===== config.mk =====
export PLATFORM = sky130hd
export DESIGN_NAME = tuner_i2c_regs
export DESIGN_NICKNAME = d
export VERILOG_FILES = /design/src/rtl/tuner_i2c_pkg.sv /design/src/rtl/i2c_line_sampler.sv /design/src/rtl/tuner_reg_bank.sv /design/src/rtl/i2c_xfer_engine.sv /design/src/rtl/tuner_i2c_regs.sv
export SDC_FILE = /design/constraint.sdc
export NUM_CORES = 1
export LEC_CHECK = 0
export BUFFER_PORTS_ARGS = -buffer_cell sky130_fd_sc_hd__buf_2
export CAP_MARGIN = 10
export CORE_MARGIN = 8
export CORE_UTILIZATION = 40
export CTS_CLUSTER_SIZE = 16
export DETAILED_ROUTE_END_ITERATION = 8
export SLEW_MARGIN = 40
export SYNTH_ARGS = -nofsm -noshare
export SYNTH_HDL_FRONTEND = slang
export SYNTH_SLANG_ARGS = --single-unit

===== constraint.sdc =====
create_clock -name clk -period 2.6 [get_ports clk]
set_input_delay 0.52 -clock clk [delete_from_list [all_inputs] [get_ports clk]]
set_output_delay 0.52 -clock clk [all_outputs]
set_load 0.02 [all_outputs]

===== src/rtl/tuner_i2c_pkg.sv =====
package tuner_i2c_pkg;

  typedef enum logic [2:0] {
    ST_IDLE,
    ST_ADDR,
    ST_ADDR_ACK,
    ST_WDATA,
    ST_WACK,
    ST_RDATA,
    ST_RACK
  } link_state_t;

  // Returns {valid, 7-bit address} for a select code.
  function automatic logic [7:0] dev_code_for(input logic [1:0] sel);
    logic [7:0] r;
    case (sel)
      2'd0:    r = {1'b1, 7'b1100001};
      2'd1:    r = {1'b1, 7'b1100000};
      2'd2:    r = {1'b1, 7'b1100010};
      default: r = 8'h00;
    endcase
    return r;
  endfunction

endpackage


===== src/rtl/i2c_line_sampler.sv =====
module i2c_line_sampler #(
  parameter int STAGES = 2
) (
  input  logic clk,
  input  logic rst_n,
  input  logic scl_in,
  input  logic sda_in,
  output logic sda_lvl,
  output logic scl_rise,
  output logic scl_fall,
  output logic start_det,
  output logic stop_det
);

  localparam int TOP = STAGES - 1;

  logic [STAGES-1:0] scl_pipe;
  logic [STAGES-1:0] sda_pipe;
  logic              scl_q;
  logic              sda_q;
  logic              scl_now;

  generate
    if (STAGES > 1) begin : g_multi
      always_ff @(posedge clk or negedge rst_n) begin
        if (!rst_n) begin
          scl_pipe <= '1;
          sda_pipe <= '1;
        end else begin
          scl_pipe <= {scl_pipe[STAGES-2:0], scl_in};
          sda_pipe <= {sda_pipe[STAGES-2:0], sda_in};
        end
      end
    end else begin : g_single
      always_ff @(posedge clk or negedge rst_n) begin
        if (!rst_n) begin
          scl_pipe <= '1;
          sda_pipe <= '1;
        end else begin
          scl_pipe <= scl_in;
          sda_pipe <= sda_in;
        end
      end
    end
  endgenerate

  always_ff @(posedge clk or negedge rst_n) begin
    if (!rst_n) begin
      scl_q <= 1'b1;
      sda_q <= 1'b1;
    end else begin
      scl_q <= scl_pipe[TOP];
      sda_q <= sda_pipe[TOP];
    end
  end

  assign scl_now   = scl_pipe[TOP];
  assign sda_lvl   = sda_pipe[TOP];
  assign scl_rise  = !scl_q && scl_now;
  assign scl_fall  = scl_q && !scl_now;
  assign start_det = scl_q && scl_now && sda_q && !sda_lvl;
  assign stop_det  = scl_q && scl_now && !sda_q && sda_lvl;

endmodule


===== src/rtl/tuner_reg_bank.sv =====
module tuner_reg_bank #(
  parameter int NREG = 16,
  parameter int DW   = 8,
  localparam int PW  = $clog2(NREG)
) (
  input  logic               clk,
  input  logic               rst_n,
  input  logic               we,
  input  logic [PW-1:0]      widx,
  input  logic [DW-1:0]      wdata,
  input  logic [PW-1:0]      ridx,
  output logic [DW-1:0]      rdata,
  output logic [NREG*DW-1:0] regs_flat
);

  logic [DW-1:0] mem [NREG];

  generate
    for (genvar g = 0; g < NREG; g++) begin : g_reg
      always_ff @(posedge clk or negedge rst_n) begin
        if (!rst_n)
          mem[g] <= '0;
        else if (we && widx == PW'(g))
          mem[g] <= wdata;
      end
      assign regs_flat[g*DW +: DW] = mem[g];
    end
  endgenerate

  assign rdata = mem[ridx];

  AST_WRITE_LANDS: assert property (@(posedge clk) disable iff (!rst_n)
    we |=> regs_flat[$past(widx)*DW +: DW] == $past(wdata));
  AST_REGS_HOLD: assert property (@(posedge clk) disable iff (!rst_n)
    !we |=> $stable(regs_flat));

endmodule


===== src/rtl/i2c_xfer_engine.sv =====
module i2c_xfer_engine
  import tuner_i2c_pkg::*;
#(
  parameter int NREG = 16,
  localparam int PW  = $clog2(NREG)
) (
  input  logic          clk,
  input  logic          rst_n,
  input  logic          bus_en,
  input  logic [1:0]    addr_sel,
  input  logic          sda_lvl,
  input  logic          scl_rise,
  input  logic          scl_fall,
  input  logic          start_det,
  input  logic          stop_det,
  input  logic [7:0]    rd_data,
  output logic [PW-1:0] rd_idx,
  output logic          wr_en,
  output logic [PW-1:0] wr_idx,
  output logic [7:0]    wr_data,
  output logic          sda_oe
);

  localparam logic [PW-1:0] LAST = PW'(NREG - 1);

  link_state_t   state;
  logic [3:0]    bitcnt;
  logic [7:0]    shreg;
  logic [PW-1:0] ptr;
  logic [PW-1:0] ptr_next;
  logic          rw;
  logic          mack;
  logic [7:0]    dev;
  logic          addr_hit;

  assign dev      = dev_code_for(addr_sel);
  assign addr_hit = dev[7] && (shreg[7:1] == dev[6:0]);
  assign ptr_next = (ptr == LAST) ? '0 : ptr + 1'b1;
  assign rd_idx   = ptr;

  always_ff @(posedge clk or negedge rst_n) begin
    if (!rst_n) begin
      state   <= ST_IDLE;
      bitcnt  <= '0;
      shreg   <= '0;
      ptr     <= '0;
      rw      <= 1'b0;
      mack    <= 1'b0;
      sda_oe  <= 1'b0;
      wr_en   <= 1'b0;
      wr_idx  <= '0;
      wr_data <= '0;
    end else begin
      wr_en <= 1'b0;
      if (!bus_en) begin
        state  <= ST_IDLE;
        sda_oe <= 1'b0;
        bitcnt <= '0;
      end else if (start_det) begin
        state  <= ST_ADDR;
        bitcnt <= '0;
        ptr    <= '0;
        sda_oe <= 1'b0;
      end else if (stop_det) begin
        state  <= ST_IDLE;
        sda_oe <= 1'b0;
      end else begin
        case (state)
          ST_ADDR, ST_WDATA: begin
            if (scl_rise && bitcnt < 4'd8) begin
              shreg  <= {shreg[6:0], sda_lvl};
              bitcnt <= bitcnt + 4'd1;
            end else if (scl_fall && bitcnt == 4'd8) begin
              if (state == ST_ADDR) begin
                if (addr_hit) begin
                  rw     <= shreg[0];
                  sda_oe <= 1'b1;
                  state  <= ST_ADDR_ACK;
                end else begin
                  state <= ST_IDLE;
                end
              end else begin
                wr_en   <= 1'b1;
                wr_idx  <= ptr;
                wr_data <= shreg;
                ptr     <= ptr_next;
                sda_oe  <= 1'b1;
                state   <= ST_WACK;
              end
            end
          end
          ST_ADDR_ACK: begin
            if (scl_fall) begin
              bitcnt <= '0;
              if (rw) begin
                shreg  <= rd_data;
                ptr    <= ptr_next;
                sda_oe <= !rd_data[7];
                state  <= ST_RDATA;
              end else begin
                sda_oe <= 1'b0;
                state  <= ST_WDATA;
              end
            end
          end
          ST_WACK: begin
            if (scl_fall) begin
              sda_oe <= 1'b0;
              bitcnt <= '0;
              state  <= ST_WDATA;
            end
          end
          ST_RDATA: begin
            if (scl_fall) begin
              if (bitcnt == 4'd7) begin
                sda_oe <= 1'b0;
                state  <= ST_RACK;
              end else begin
                shreg  <= {shreg[6:0], 1'b0};
                sda_oe <= !shreg[6];
                bitcnt <= bitcnt + 4'd1;
              end
            end
          end
          ST_RACK: begin
            if (scl_rise) begin
              mack <= !sda_lvl;
            end else if (scl_fall) begin
              if (mack) begin
                bitcnt <= '0;
                shreg  <= rd_data;
                ptr    <= ptr_next;
                sda_oe <= !rd_data[7];
                state  <= ST_RDATA;
              end else begin
                state <= ST_IDLE;
              end
            end
          end
          default: begin
            sda_oe <= 1'b0;
          end
        endcase
      end
    end
  end

  AST_DISABLED_QUIET: assert property (@(posedge clk) disable iff (!rst_n)
    !bus_en |=> (!sda_oe && state == ST_IDLE));
  AST_START_CLEARS_PTR: assert property (@(posedge clk) disable iff (!rst_n)
    (bus_en && start_det) |=> (ptr == '0 && state == ST_ADDR));
  AST_OE_PHASE: assert property (@(posedge clk) disable iff (!rst_n)
    sda_oe |-> (state inside {ST_ADDR_ACK, ST_WACK, ST_RDATA}));
  AST_PTR_WRAP: assert property (@(posedge clk) disable iff (!rst_n)
    (wr_en && wr_idx == LAST) |-> ptr == '0);
  AST_STOP_IDLE: assert property (@(posedge clk) disable iff (!rst_n)
    (bus_en && stop_det && !start_det) |=> state == ST_IDLE);

endmodule


===== src/rtl/tuner_i2c_regs.sv =====
module tuner_i2c_regs #(
  parameter int NREG      = 16,
  parameter int SYNC_FFS  = 2,
  localparam int DW       = 8,
  localparam int PW       = $clog2(NREG)
) (
  input  logic               clk,
  input  logic               rst_n,
  input  logic               bus_en,
  input  logic [1:0]         addr_sel,
  input  logic               scl_in,
  input  logic               sda_in,
  output logic               sda_oe,
  output logic [NREG*DW-1:0] regs_o
);

  logic          sda_lvl, scl_rise, scl_fall, start_det, stop_det;
  logic [PW-1:0] rd_idx, wr_idx;
  logic [DW-1:0] rd_data, wr_data;
  logic          wr_en;

  i2c_line_sampler #(.STAGES(SYNC_FFS)) u_sampler (
    .clk       (clk),
    .rst_n     (rst_n),
    .scl_in    (scl_in),
    .sda_in    (sda_in),
    .sda_lvl   (sda_lvl),
    .scl_rise  (scl_rise),
    .scl_fall  (scl_fall),
    .start_det (start_det),
    .stop_det  (stop_det)
  );

  i2c_xfer_engine #(.NREG(NREG)) u_engine (
    .clk       (clk),
    .rst_n     (rst_n),
    .bus_en    (bus_en),
    .addr_sel  (addr_sel),
    .sda_lvl   (sda_lvl),
    .scl_rise  (scl_rise),
    .scl_fall  (scl_fall),
    .start_det (start_det),
    .stop_det  (stop_det),
    .rd_data   (rd_data),
    .rd_idx    (rd_idx),
    .wr_en     (wr_en),
    .wr_idx    (wr_idx),
    .wr_data   (wr_data),
    .sda_oe    (sda_oe)
  );

  tuner_reg_bank #(.NREG(NREG), .DW(DW)) u_bank (
    .clk       (clk),
    .rst_n     (rst_n),
    .we        (wr_en),
    .widx      (wr_idx),
    .wdata     (wr_data),
    .ridx      (rd_idx),
    .rdata     (rd_data),
    .regs_flat (regs_o)
  );

endmodule


==> flow_metrics.py <==
metrics = {
    "synth": {
        "ys.flop_type": "dfrtp_1",
        "synth_nets": 590,
        "yosys.area.top_type_share_pct": 50.58,
        "synth.most_common_cell": "dfrtp_1",
        "synth_top_cell_by_area": "dfrtp_1",
        "ys_types": 67,
        "ys_ff_latch": 169,
        "synth.top_cells.by_count": "dfrtp_1 (163), mux2_2 (142), mux4_2 (32)",
        "synth-edff-count": 0,
        "syn-cell-area_mm2": 0.008064,
        "syn-instance-count": 580,
        "synth_seq_area_share_pct": 52.54,
        "async_reset_ff_share_pct": 100.0,
        "yosysWarnings": 0,
        "synth_area_leaders": "dfrtp_1 (51%), mux2_2 (20%), mux4_2 (8.9%)",
        "avgSynthCellArea_um2": 13.90,
    },
    "floorplan": {
        "core_area_mm2": 0.02004,
        "initial_core_util_pct": 40.24,
        "die_h_um": 158.0,
        "io_pins": 136,
        "die-area_mm2": 0.02496,
        "rows": 52,
        "die_w_um": 158.0,
    },
    "sta": {
        "max_freq_mhz": 441.0,
        "finalWorstPathRequiredPeriod_ns": 2.267,
        "postLayoutSetupSlackWorst_ns": 0.3326,
        "setup_violations": 0,
        "max_slew.worst_pin.slew_ns": 0.7251,
        "clock_skew_ns": 0.009138,
        "max_slew_margin_pct": 51.66,
        "period_share_pct": 87.21,
        "holdWs_ns": 0.06203,
        "rsz0062_at_grt": "no",
        "slew_viol_final": 0,
        "finalSetupTns_ns": 0,
        "finalHoldViolCount": 0,
    },
    "setup_path": {
        "r2r-end": "u_engine.shreg[0]$_DFFE_PN0P_",
        "regToRegStartpoint": "u_engine.rd_idx[1]$_DFFE_PN0P_",
        "r2r_slack_ns": 0.33,
        "arrival_ns": 2.58,
        "cp.required_ns": 2.91,
        "start_kind": "flop",
        "cpMaxStageDelayCell": "a2111oi_1",
        "slowest_delay_ns": 0.64,
        "reg2reg_depth": 5,
        "critical_path_peak_fanout": 4,
        "crit_type": "flop to flop",
        "cp-end-kind": "flop",
        "path_cells": "mux4_2 > nor2b_1 > a2111oi_1 > a311oi_1 > mux2_4",
    },
    "outcome": {
        "outcome": "complete, no violations",
    },
    "global_routing": {
        "grt_max_degree": 61,
        "grt_pass1_wl_um": 36800,
        "grt_pass1_vias": 6092,
        "grt.total_usage_pct": 19.62,
        "grt_antenna_before_repair": 0,
        "overflow": 0,
    },
    "power_and_ir_drop": {
        "p_leak_uw": 0.004957,
        "powerDensity_mw_per_mm2": 591.1,
        "worst_ir_drop_vdd_uv": 473.0,
    },
    "cts": {
        "cts_made_buffers": 17,
        "hold_buffers": 0,
        "htreeDepth": 4,
        "cts_root_buffer": "clkbuf_16",
        "cts_buffer_depth": 2,
        "ctsResizeCount": 0,
        "cts_setup_buffers": 0,
        "path_clk_slew_ns": 0.07,
        "cts_sinks": 169,
        "worstSkewPairLatency_ns": 0.43,
        "cts_tree": "built",
    },
    "detailed_routing": {
        "routed_wirelength_um": 23840,
        "remaining_drc_errors": 0,
        "dr.pass1.iters": 5,
        "postRouteAntennaNets": 0,
        "post_drt_wl_per_cell_um": 23.58,
        "drtIter0Drc": 422,
        "vias": 5716,
        "vias_per_cell": 5.654,
    },
    "final_layout": {
        "synthToLayoutAreaGrowth_pct": 20.99,
        "drive_above_1_share_pct": 52.63,
        "antenna_cells": 0,
        "nNetsFinal": 738,
    },
    "placement": {
        "port-buffer-count": 135,
        "dpl.hpwl_um": 17270,
        "gp_congestion": 0.8675,
        "preCtsSetupSlack_ns": 0.3721,
    },
    "flow_run": {
        "cap_violations": 0,
    },
    "worst_hold_path": {
        "hp-class": "input pin to asynchronous set/reset pin",
    },
}
==> placed cells by master (no fill, tap or decap), types with 4 or more instances in the layout <==
cell       instances
a2111oi_0          7
o21ai_0            7
nor2b_1            7
nand3_1            7
nand3b_1           5
nor2_1            24
mux2_2           142
dfrtp_1          162
mux2i_1           10
clkbuf_16         17
o21a_1             4
a21oi_1           13
mux4_2            32
inv_1             14
nor3b_1            5
buf_2            134
nand2b_1           9
nand2_1           15
o22ai_1            6
o211ai_1           4
dfstp_2            6
buf_4             25
nor3_1             7
==> registers in the layout, summed over array words and instances (netlist names) <==
register,count
u_sampler.sda_pipe,2
u_engine.mack,1
u_sampler.sda_q,1
u_engine.wr_data,8
u_sampler.scl_pipe,2
u_engine.bitcnt,4
u_engine.state,3
u_engine.wr_en,1
u_engine.rd_idx,4
u_engine.sda_oe,1
u_engine.wr_idx,4
u_bank.regs_flat,128
u_engine.shreg,8
u_engine.rw,1
u_sampler.scl_q,1
==> metal layers <==
| metal | vias to the layer above | global-route usage [%] | share of wire [%] |
|---|---|---|---|
| li1 | 2476 | - | - |
| met1 | 3006 | 25.70 | 44 |
| met2 | 205 | 31.53 | 48 |
| met3 | 29 | 5.242 | 6.5 |
| met4 | 0 | 5.478 | 1.5 |
| met5 | - | 0 | 0 |
==> cell families (layout without fill, tap and decap cells) <==
| logic type | count (synthesis) | after routing | synth area share (%) |
|---|---|---|---|
| multiplexers | 186 | 186 | 30.38 |
| flip-flops | 169 | 169 | 52.54 |
| AND/OR/NAND/NOR | 103 | 103 | 7.370 |
| AO/OA/AOI/OAI | 70 | 70 | 6.533 |
| buffers and inverters | 48 | 209 | 2.607 |
| adder cells (fa/ha/maj) | 3 | 3 | 0.4655 |
| XOR/XNOR | 1 | 1 | 0.1086 |
==> final cells by class <==
type / count / area (um^2)
clock buffers: 21 / 470.5
clock inverters: 11 / 110.1
fillers: 1845 / 10280
inverters: 14 / 52.55
multi-input cells: 363 / 3618
flip-flops and latches: 169 / 4238
well taps: 270 / 337.8
repair buffers: 163 / 929.6
==> where the power goes <==
group,internal (uW),switching (uW)
logic,227,278
registers,2670,73.5
clock network,1410,1100
==> per-stage QoR <==
stage               cell area (um^2)  std cells  utilization, %  power (uW)
finish                          9757       1011           48.69        5767
global route                    9757       1011           48.69        5977
CTS                             9757       1011           48.69        5812
detailed placement              9176        979           45.79        3309
global placement                9175        979           45.79        3307
floorplan                       8064        580               -        3122
==> critical path: cells and delay by family, from the launching register on <==
family	cells	cell delay (ns)
mux	2	0.81
compound gates	2	0.78
flops	1	0.42
simple gates	1	0.14
==> worst max-delay path by stage <==
stage	from	end	slack (ns)
6_report	u_engine.rd_idx[1]$_DFFE_PN0P_	u_engine.shreg[0]$_DFFE_PN0P_	0.33
5_1_grt	u_engine.rd_idx[1]$_DFFE_PN0P_	u_engine.shreg[0]$_DFFE_PN0P_	0.20
4_1_cts	u_engine.rd_idx[1]$_DFFE_PN0P_	u_engine.shreg[0]$_DFFE_PN0P_	0.36
3_5_place_dp	u_engine.rd_idx[1]$_DFFE_PN0P_	u_engine.shreg[0]$_DFFE_PN0P_	0.37
3_3_place_gp	u_engine.rd_idx[1]$_DFFE_PN0P_	u_engine.shreg[0]$_DFFE_PN0P_	0.14
2_1_floorplan	u_sampler.scl_pipe[1]$_DFF_PN1_	u_engine.shreg[0]$_DFFE_PN0P_	0.59
Note: power is estimated with default switching activity, not from simulation.
